File: config.mk
export PLATFORM = sky130hd
export DESIGN_NAME = dec_steer
export DESIGN_NICKNAME = d
export VERILOG_FILES = /design/src/rtl/dec_steer_pkg.sv /design/src/rtl/dec_slot_gate.sv /design/src/rtl/dec_ucode_seq.sv /design/src/rtl/dec_steer.sv
export SDC_FILE = /design/constraint.sdc
export NUM_CORES = 1
export LEC_CHECK = 0
export ABC_CLOCK_PERIOD_IN_PS = 7100
export BUFFER_PORTS_ARGS = -buffer_cell sky130_fd_sc_hd__buf_2
export CORE_MARGIN = 5
export CORE_UTILIZATION = 40
export CTS_BUF_LIST = sky130_fd_sc_hd__clkbuf_16
export DETAILED_ROUTE_END_ITERATION = 10
export HOLD_SLACK_MARGIN = 0.06
export PLACE_DENSITY = 0.82
export SYNTH_ARGS = -nofsm -noshare
export SYNTH_HDL_FRONTEND = slang
export SYNTH_SLANG_ARGS = --single-unit
File: constraint.sdc
create_clock -name clk -period 7.1 [get_ports clk]
set_clock_uncertainty 0.05 [all_clocks]
set_input_delay 2.13 -clock clk [delete_from_list [all_inputs] [get_ports clk]]
set_output_delay 2.13 -clock clk [all_outputs]
set_load 0.03 [all_outputs]
File: src/rtl/dec_steer_pkg.sv
// Shared constants and helpers for the decode steering block.
// Assumes: uop counts are unsigned and nonzero for valid instructions.
package dec_steer_pkg;

    // Default geometry of the decoder array.
    localparam int unsigned DEF_SLOTS     = 3;
    localparam int unsigned DEF_UOP_W     = 5;
    localparam int unsigned DEF_LEAD_MAX  = 4;
    localparam int unsigned DEF_UCODE_RATE = 3;

    // Width able to hold values 0..n.
    function automatic int unsigned cnt_width(input int unsigned n);
        return (n < 2) ? 1 : $clog2(n + 1);
    endfunction

endpackage

File: src/rtl/dec_slot_gate.sv
// Per-slot acceptance gate.
// The lead slot accepts an instruction of 1..LEAD_MAX uops. A trailing slot
// accepts only a single-uop instruction, and only if the slot before it issued.
// Assumes: the caller ties prev_ok high for the lead slot.
module dec_slot_gate #(
    parameter int unsigned UOP_W    = 5,
    parameter int unsigned LEAD_MAX = 4,
    parameter bit          IS_LEAD  = 1'b0
) (
    input  logic             in_valid,
    input  logic [UOP_W-1:0] in_uops,
    input  logic             prev_ok,
    output logic             slot_ok
);

    generate
        if (IS_LEAD) begin : g_lead
            // Wide decoder: any count from one up to its limit.
            always_comb begin
                slot_ok = prev_ok && in_valid && (in_uops != '0)
                          && (in_uops <= UOP_W'(LEAD_MAX));
            end
        end else begin : g_trail
            // Narrow decoder: exactly one uop, in order behind its neighbour.
            always_comb begin
                slot_ok = prev_ok && in_valid && (in_uops == UOP_W'(1));
            end
        end
    endgenerate

endmodule

File: src/rtl/dec_ucode_seq.sv
// Microcode sequencer control.
// Starts when the lead slot holds an instruction larger than the wide decoder
// can handle, loads a remaining-uop counter, and drains it RATE per unstalled
// cycle. Active is the counter being nonzero, so it drops on the cycle after
// the last group is emitted.
// Assumes: a start is only taken when the block is not already streaming.
module dec_ucode_seq #(
    parameter int unsigned UOP_W    = 5,
    parameter int unsigned LEAD_MAX = 4,
    parameter int unsigned RATE     = 3,
    localparam int unsigned GRP_W   = dec_steer_pkg::cnt_width(RATE)
) (
    input  logic             clk,
    input  logic             rst_n,
    input  logic             stall,
    input  logic             lead_valid,
    input  logic [UOP_W-1:0] lead_uops,
    output logic             active,
    output logic             start,
    output logic [GRP_W-1:0] grp
);

    logic [UOP_W-1:0] rem_q;
    logic             last_grp;

    // Streaming state and hand-off decision.
    always_comb begin
        active   = (rem_q != '0);
        last_grp = (rem_q <= UOP_W'(RATE));
        start    = rst_n && !stall && !active && lead_valid
                   && (lead_uops > UOP_W'(LEAD_MAX));
    end

    // Group size emitted this cycle: min(RATE, remaining), zero when stalled.
    always_comb begin
        if (!active || stall) begin
            grp = '0;
        end else if (last_grp) begin
            grp = GRP_W'(rem_q);
        end else begin
            grp = GRP_W'(RATE);
        end
    end

    // Remaining-uop counter: load on start, drain while streaming.
    always_ff @(posedge clk) begin
        if (!rst_n) begin
            rem_q <= '0;
        end else if (start) begin
            rem_q <= lead_uops;
        end else if (active && !stall) begin
            rem_q <= last_grp ? '0 : (rem_q - UOP_W'(RATE));
        end
    end

endmodule

File: src/rtl/dec_steer.sv
// Asymmetric decode slot steering, top level.
// Decides per cycle which of the aligned slots issue (one wide lead slot,
// narrow trailing slots), how many instructions the source consumes, and
// when to hand a large instruction to the microcode sequencer.
// Assumes: valid bits form a prefix from slot 0, valid counts are nonzero,
// and the source advances by consume_cnt each clock.
module dec_steer #(
    parameter int unsigned NUM_SLOTS  = dec_steer_pkg::DEF_SLOTS,
    parameter int unsigned UOP_W      = dec_steer_pkg::DEF_UOP_W,
    parameter int unsigned LEAD_MAX   = dec_steer_pkg::DEF_LEAD_MAX,
    parameter int unsigned UCODE_RATE = dec_steer_pkg::DEF_UCODE_RATE,
    localparam int unsigned CNT_W     = dec_steer_pkg::cnt_width(NUM_SLOTS),
    localparam int unsigned GRP_W     = dec_steer_pkg::cnt_width(UCODE_RATE)
) (
    input  logic                       clk,
    input  logic                       rst_n,
    input  logic [NUM_SLOTS-1:0]       in_valid,
    input  logic [NUM_SLOTS*UOP_W-1:0] in_uops,
    input  logic                       stall,
    output logic [NUM_SLOTS-1:0]       issue_en,
    output logic [CNT_W-1:0]           consume_cnt,
    output logic [NUM_SLOTS*UOP_W-1:0] slot_uops,
    output logic                       ucode_active,
    output logic [GRP_W-1:0]           ucode_grp
);

    logic [NUM_SLOTS-1:0] slot_ok;
    logic                 ucode_start;
    logic                 run;

    // Microcode sequencer fed from the lead slot only.
    dec_ucode_seq #(
        .UOP_W    (UOP_W),
        .LEAD_MAX (LEAD_MAX),
        .RATE     (UCODE_RATE)
    ) u_seq (
        .clk        (clk),
        .rst_n      (rst_n),
        .stall      (stall),
        .lead_valid (in_valid[0]),
        .lead_uops  (in_uops[UOP_W-1:0]),
        .active     (ucode_active),
        .start      (ucode_start),
        .grp        (ucode_grp)
    );

    // Chain of slot gates, each enabled by the one before it.
    generate
        for (genvar i = 0; i < NUM_SLOTS; i++) begin : g_slot
            if (i == 0) begin : g_first
                dec_slot_gate #(
                    .UOP_W    (UOP_W),
                    .LEAD_MAX (LEAD_MAX),
                    .IS_LEAD  (1'b1)
                ) u_gate (
                    .in_valid (in_valid[i]),
                    .in_uops  (in_uops[i*UOP_W +: UOP_W]),
                    .prev_ok  (1'b1),
                    .slot_ok  (slot_ok[i])
                );
            end else begin : g_next
                dec_slot_gate #(
                    .UOP_W    (UOP_W),
                    .LEAD_MAX (LEAD_MAX),
                    .IS_LEAD  (1'b0)
                ) u_gate (
                    .in_valid (in_valid[i]),
                    .in_uops  (in_uops[i*UOP_W +: UOP_W]),
                    .prev_ok  (slot_ok[i-1]),
                    .slot_ok  (slot_ok[i])
                );
            end
        end
    endgenerate

    // Ordinary decoders run only out of reset, unstalled and not streaming.
    always_comb begin
        run = rst_n && !stall && !ucode_active;
    end

    // Issue enables and per-slot uop counts.
    always_comb begin
        for (int i = 0; i < NUM_SLOTS; i++) begin
            issue_en[i] = run && slot_ok[i];
            slot_uops[i*UOP_W +: UOP_W] = issue_en[i] ? in_uops[i*UOP_W +: UOP_W] : '0;
        end
    end

    // Consumed count: the hand-off takes one, otherwise count issued slots.
    always_comb begin
        consume_cnt = '0;
        if (ucode_start) begin
            consume_cnt = CNT_W'(1);
        end else begin
            for (int i = 0; i < NUM_SLOTS; i++) begin
                consume_cnt = consume_cnt + CNT_W'(issue_en[i]);
            end
        end
    end

endmodule

# Word level (Yosys, flattened, before mapping)
# Index checks and enable logic that the tools add are counted.
# word_totals
input_bits	21
regBits	5
# op_classes
n_lt_le_gt_ge	3
n_eq_ne	2
n_reduce_logical	20
n_mux	9
add_sub_neg	3
# op_table
cell	count
two-way mux 5 bit	6
logical AND 1 bit	14
equality test 5 x 1 -> 1 bit (second input constant)	2
nonzero test 5 bit	2
two-way mux 2 bit	3
> comparator 5 x 3 -> 1 bit (second input constant)	1
<= comparator 5 x 2 -> 1 bit (second input constant)	1
<= comparator 5 x 3 -> 1 bit (second input constant)	1
subtractor 5 x 2 -> 5 bit (second input constant)	1
adder 1 x 1 -> 2 bit	1
adder 2 x 1 -> 2 bit	1
logical NOT 1 bit	2
nonzero test 2 bit	1
logical OR 1 bit	1

# Depth between registers and ports, before layout
# depth
word_depth	10
depth_mapped	8
depth_no_buf	8

# Modules after synthesis
# Synthesis repeated with hierarchy kept, for this count alone.
# unflattened
hier_cells	79
hier_area_um2	636.9
# by_module_without_submodules
mod	n_inst	cells_each	area_each_um2
dec_ucode_seq	1	47	382.9
dec_steer	1	22	178.9
dec_slot_gate (g_slot[1].g_next.u_gate ...)	2	3	23.8
dec_slot_gate (g_slot[0].g_first.u_gate)	1	4	27.5

# Worst setup path after synthesis
# OpenSTA, ideal clock, no wires.
# synth_timing
path_type	in2out
from	in in_uops[1]
to	out consume_cnt[0]
required_time_ps	4920
n_path_buf	0
t_arrival_ps	5227
stages	6
slack_ps	-307
cell_sequence	or3b_2 a2111oi_4 and4b_1 and4b_1 fa_1 or2_2
# synth_rtl
element	line	source
start, declared	dec_steer.sv:18	input logic [NUM_SLOTS*UOP_W-1:0] in_uops,
parallel branches: the longest is 2 deep, another holds <= comparator 5 x 3 -> 1 bit	--	
logical AND 1 bit (*)	dec_slot_gate.sv:21	&& (in_uops <= UOP_W'(LEAD_MAX));
logical AND 1 bit (*)	dec_steer.sv:84	issue_en[i] = run && slot_ok[i];
net issue_en[0]	dec_steer.sv:20	output logic [NUM_SLOTS-1:0] issue_en,
adder 1 x 1 -> 2 bit (*)	dec_steer.sv:96	consume_cnt = consume_cnt + CNT_W'(issue_en[i]);
adder 2 x 1 -> 2 bit (*)	dec_steer.sv:96	
two-way mux 2 bit (*)	dec_steer.sv:92	if (ucode_start) begin
end, declared	dec_steer.sv:21	output logic [CNT_W-1:0] consume_cnt,
# Mark *: on every way through the listed nets, which the timed path passes.

# Worst setup path in the final report
# layout_timing
from	in in_uops[1]
to	out consume_cnt[0]
# layout_via
elab_chain_len	10
# layout_rtl
element	line
parallel branches: the longest is 9 deep, another holds <= comparator 5 x 3 -> 1 bit	--
two-way mux 2 bit (*)	dec_steer.sv:92
# Mark *: on every way between the ends.

==> impl_results.md <==
* Initial DRC Count at 14
* Hold crit path type: reg -> reg
* Hpwl dp at 1490 um
* I/O pins at 44
* Largest register by flop count: u_seq.rem_q
* Area leader, netlist: dfxtp_1
* Int Pwr at 137 uW
* Crit path kind: in -> out
* Syn. warnings at 0
* Register area share after synthesis at 16.2%
* Number of remaining DRC errors at 0
* Post-DRT Antenna Nets at 0
* Gr usage total at 15.7%
* Drt pass-1 iters at 3
* Most frequent cells in the layout: buf_2, conb_1, dfxtp_1
* Vias per inst at 5.22
* Vias at 658
* Largest net degree at the start of global routing at 8
* Post-synth top area share at 16.2%
* Max FFs per register at 5
* FMAX at 149 MHz
* Setup bufs post-CTS at 0
* Root Driver: clkbuf_16
* Ratio of cells with drive above 1 in the final layout at 41.8%
* TritonCTS buffer count at 3
* Final setup vio count at 0
* Period Utilization, post-route at 94.2%
* Most common cell after layout, fill and taps aside: buf_2
* DR WL/cell at 14.0 um
* Slew Viols, Final at 0
* Cts hold-fix bufs at 0
* CTS H-tree lvls at 1
* Crit path DAT at 4.51 ns
* Status: finished clean
* Netlist cell types at 37
* RSZ-0062 raised after global routing: false
* Reg clk slew, reported paths at 0.03 ns
* Comb power frac at 39.0%
* Layout area overhead at 38.0%
* Vias in the first global route at 696
* I/O Buffers at 33
* Req. time, crit path at 4.92 ns
* Seq cells post-synth at 5
* Fillers at 143
* Core Box Area at 0.00149 sq mm
* Kind of end point of the critical path: output port
* Starting Density at 41.6%
* Initial antenna violation count at 0
* CTS tree: done
* Gate Count Post-Synth at 73
* CTS max path bufs at 2
* Die Wd at 49.4 um
* Gpl congestion at 0.882
* Flop pwr share at 18.7%
* Hold WS at 0.510 ns
* Grt ovf at 0
* Synth area leaders: dfxtp_1, buf_4, and4b_1, a2111oi_4, ha_1
* Psw at 75.8 uW
* Net Sw Frac at 35.5%
* First-pass GRT wire length at 3000 um
* VDD IR max at 0.209 mV
* Inserted Diodes at 0
* Biggest regs: u_seq.rem_q: 5 flops
* Synth Area per Inst at 8.48 sq um
* Final min period at 6.69 ns
* Skew-Pair Late Insertion Delay at 0.23 ns
* Routed WL at 1760 um
* CP Launch Type: input pin
* Setup Total Neg Slack at 0 ns
* Nets at 135
* # rows at 14
* Crit Path Max Fanout at 5
* Clock sink total at 5
* Core Util, Final at 57.4%
* PwrDens at 250 mW/mm^2
* Post-CTS sizing at 0
* Clock power share at 42.3%
* Max-cap violations at 0
* Die area at 0.00244 sq mm
* Overall power at 213 uW
* Fin. Hold Viols at 0
* Leakage at 0.442 nW
* Die height at 49.4 um
* Cell Area, Synth at 619 sq um
## power by group through the flow
stage	Sequential, mW	Clock [mW]	Combinational [mW]
final	0.0399	0.0902	0.0832
after global routing	0.0407	0.0955	0.0915
after CTS	0.0397	0.0916	0.0838
after detailed placement	0.0401	0	0.0834
after global placement	0.0399	0	0.0800
after floorplan	0.0385	0	0.0663
## logic make-up (layout without fill, tap and decap cells)
kind of cell | Yosys count | count (layout) | synth area share (%)
AOI/OAI and AO/OA | 17 | 17 | 23.0
adders and majority gates | 3 | 3 | 7.27
buffers and inverters | 13 | 41 | 13.9
DFF | 5 | 5 | 16.2
muxes | 1 | 1 | 1.62
other | 1 | 10 | 0.605
and+or+nand+nor | 33 | 33 | 37.4
## critical path, stage by stage
cell       delay, ns
buf_2           0.12
or3b_2          0.50
a2111oi_4       0.35
and4b_2         0.32
and4b_2         0.26
fa_1            0.41
or2_4           0.25
buf_2           0.17
## metal layers
layer,vias up,part of all wire [%],global-route usage [%]
met5,-,0,0
met4,0,0,4.04
li1,330,-,-
met3,0,4.8,5.81
met1,313,40,17.2
met2,15,55,27.9
## worst paths after layout
path	startpoint	end	slack [ns]	cells past startpoint
worst min-delay path	u_seq.rem_q[2]$_SDFFE_PN0P_	u_seq.rem_q[2]$_SDFFE_PN0P_	0.51	2
worst min register to register	u_seq.rem_q[2]$_SDFFE_PN0P_	u_seq.rem_q[2]$_SDFFE_PN0P_	0.51	2
worst max-delay path	in_uops[1]	consume_cnt[0]	0.41	8
worst max register to register	u_seq.rem_q[0]$_SDFFE_PN0P_	u_seq.rem_q[0]$_SDFFE_PN0P_	4.94	6
## metrics by stage
step           std cells  setup WS, ns  area [sq um]
3_5_place_dp         122         0.410           776
5_1_grt              126         0.348           855
3_3_place_gp         122         0.490           776
6_report             126         0.409           855
2_1_floorplan         82        0.0324           658
4_1_cts              126         0.410           855
## cells in the mapped netlist
library cell and n:
buf_4 10, dfxtp_1 5, and4b_1 4, nor3_1 4
a21oi_1 3, inv_1 3, nor2b_1 3, o21ai_0 3
a21boi_0 2, and2_1 2, and3_1 2, ha_1 2
nand2_1 2, nor2_1 2, nor4b_1 2, o31a_1 2
or2_2 2, a2111oi_4 1, a211oi_1 1, a211oi_2 1
a2bb2oi_1 1, a31oi_1 1, and2_2 1, conb_1 1
fa_1 1, mux2i_1 1, nand3b_1 1, nor3b_1 1
nor4_1 1, nor4bb_1 1, o21bai_1 1, o311a_1 1
or2b_1 1, or3_1 1, or3b_2 1, or4_1 1
or4b_4 1
## area by class of cell
class                      count  area (sq um)  share of cell area [%]
clock buffer                   3          75.1                    8.78
clock inverter                 1          3.75                   0.439
inverter                       3          11.3                    1.32
multi-input combinational     64           472                    55.2
sequential                     5           100                    11.7
tap                           16          20.0                    2.34
timing repair buffer          34           173                    20.2
Power figures use the tool's default switching activity.
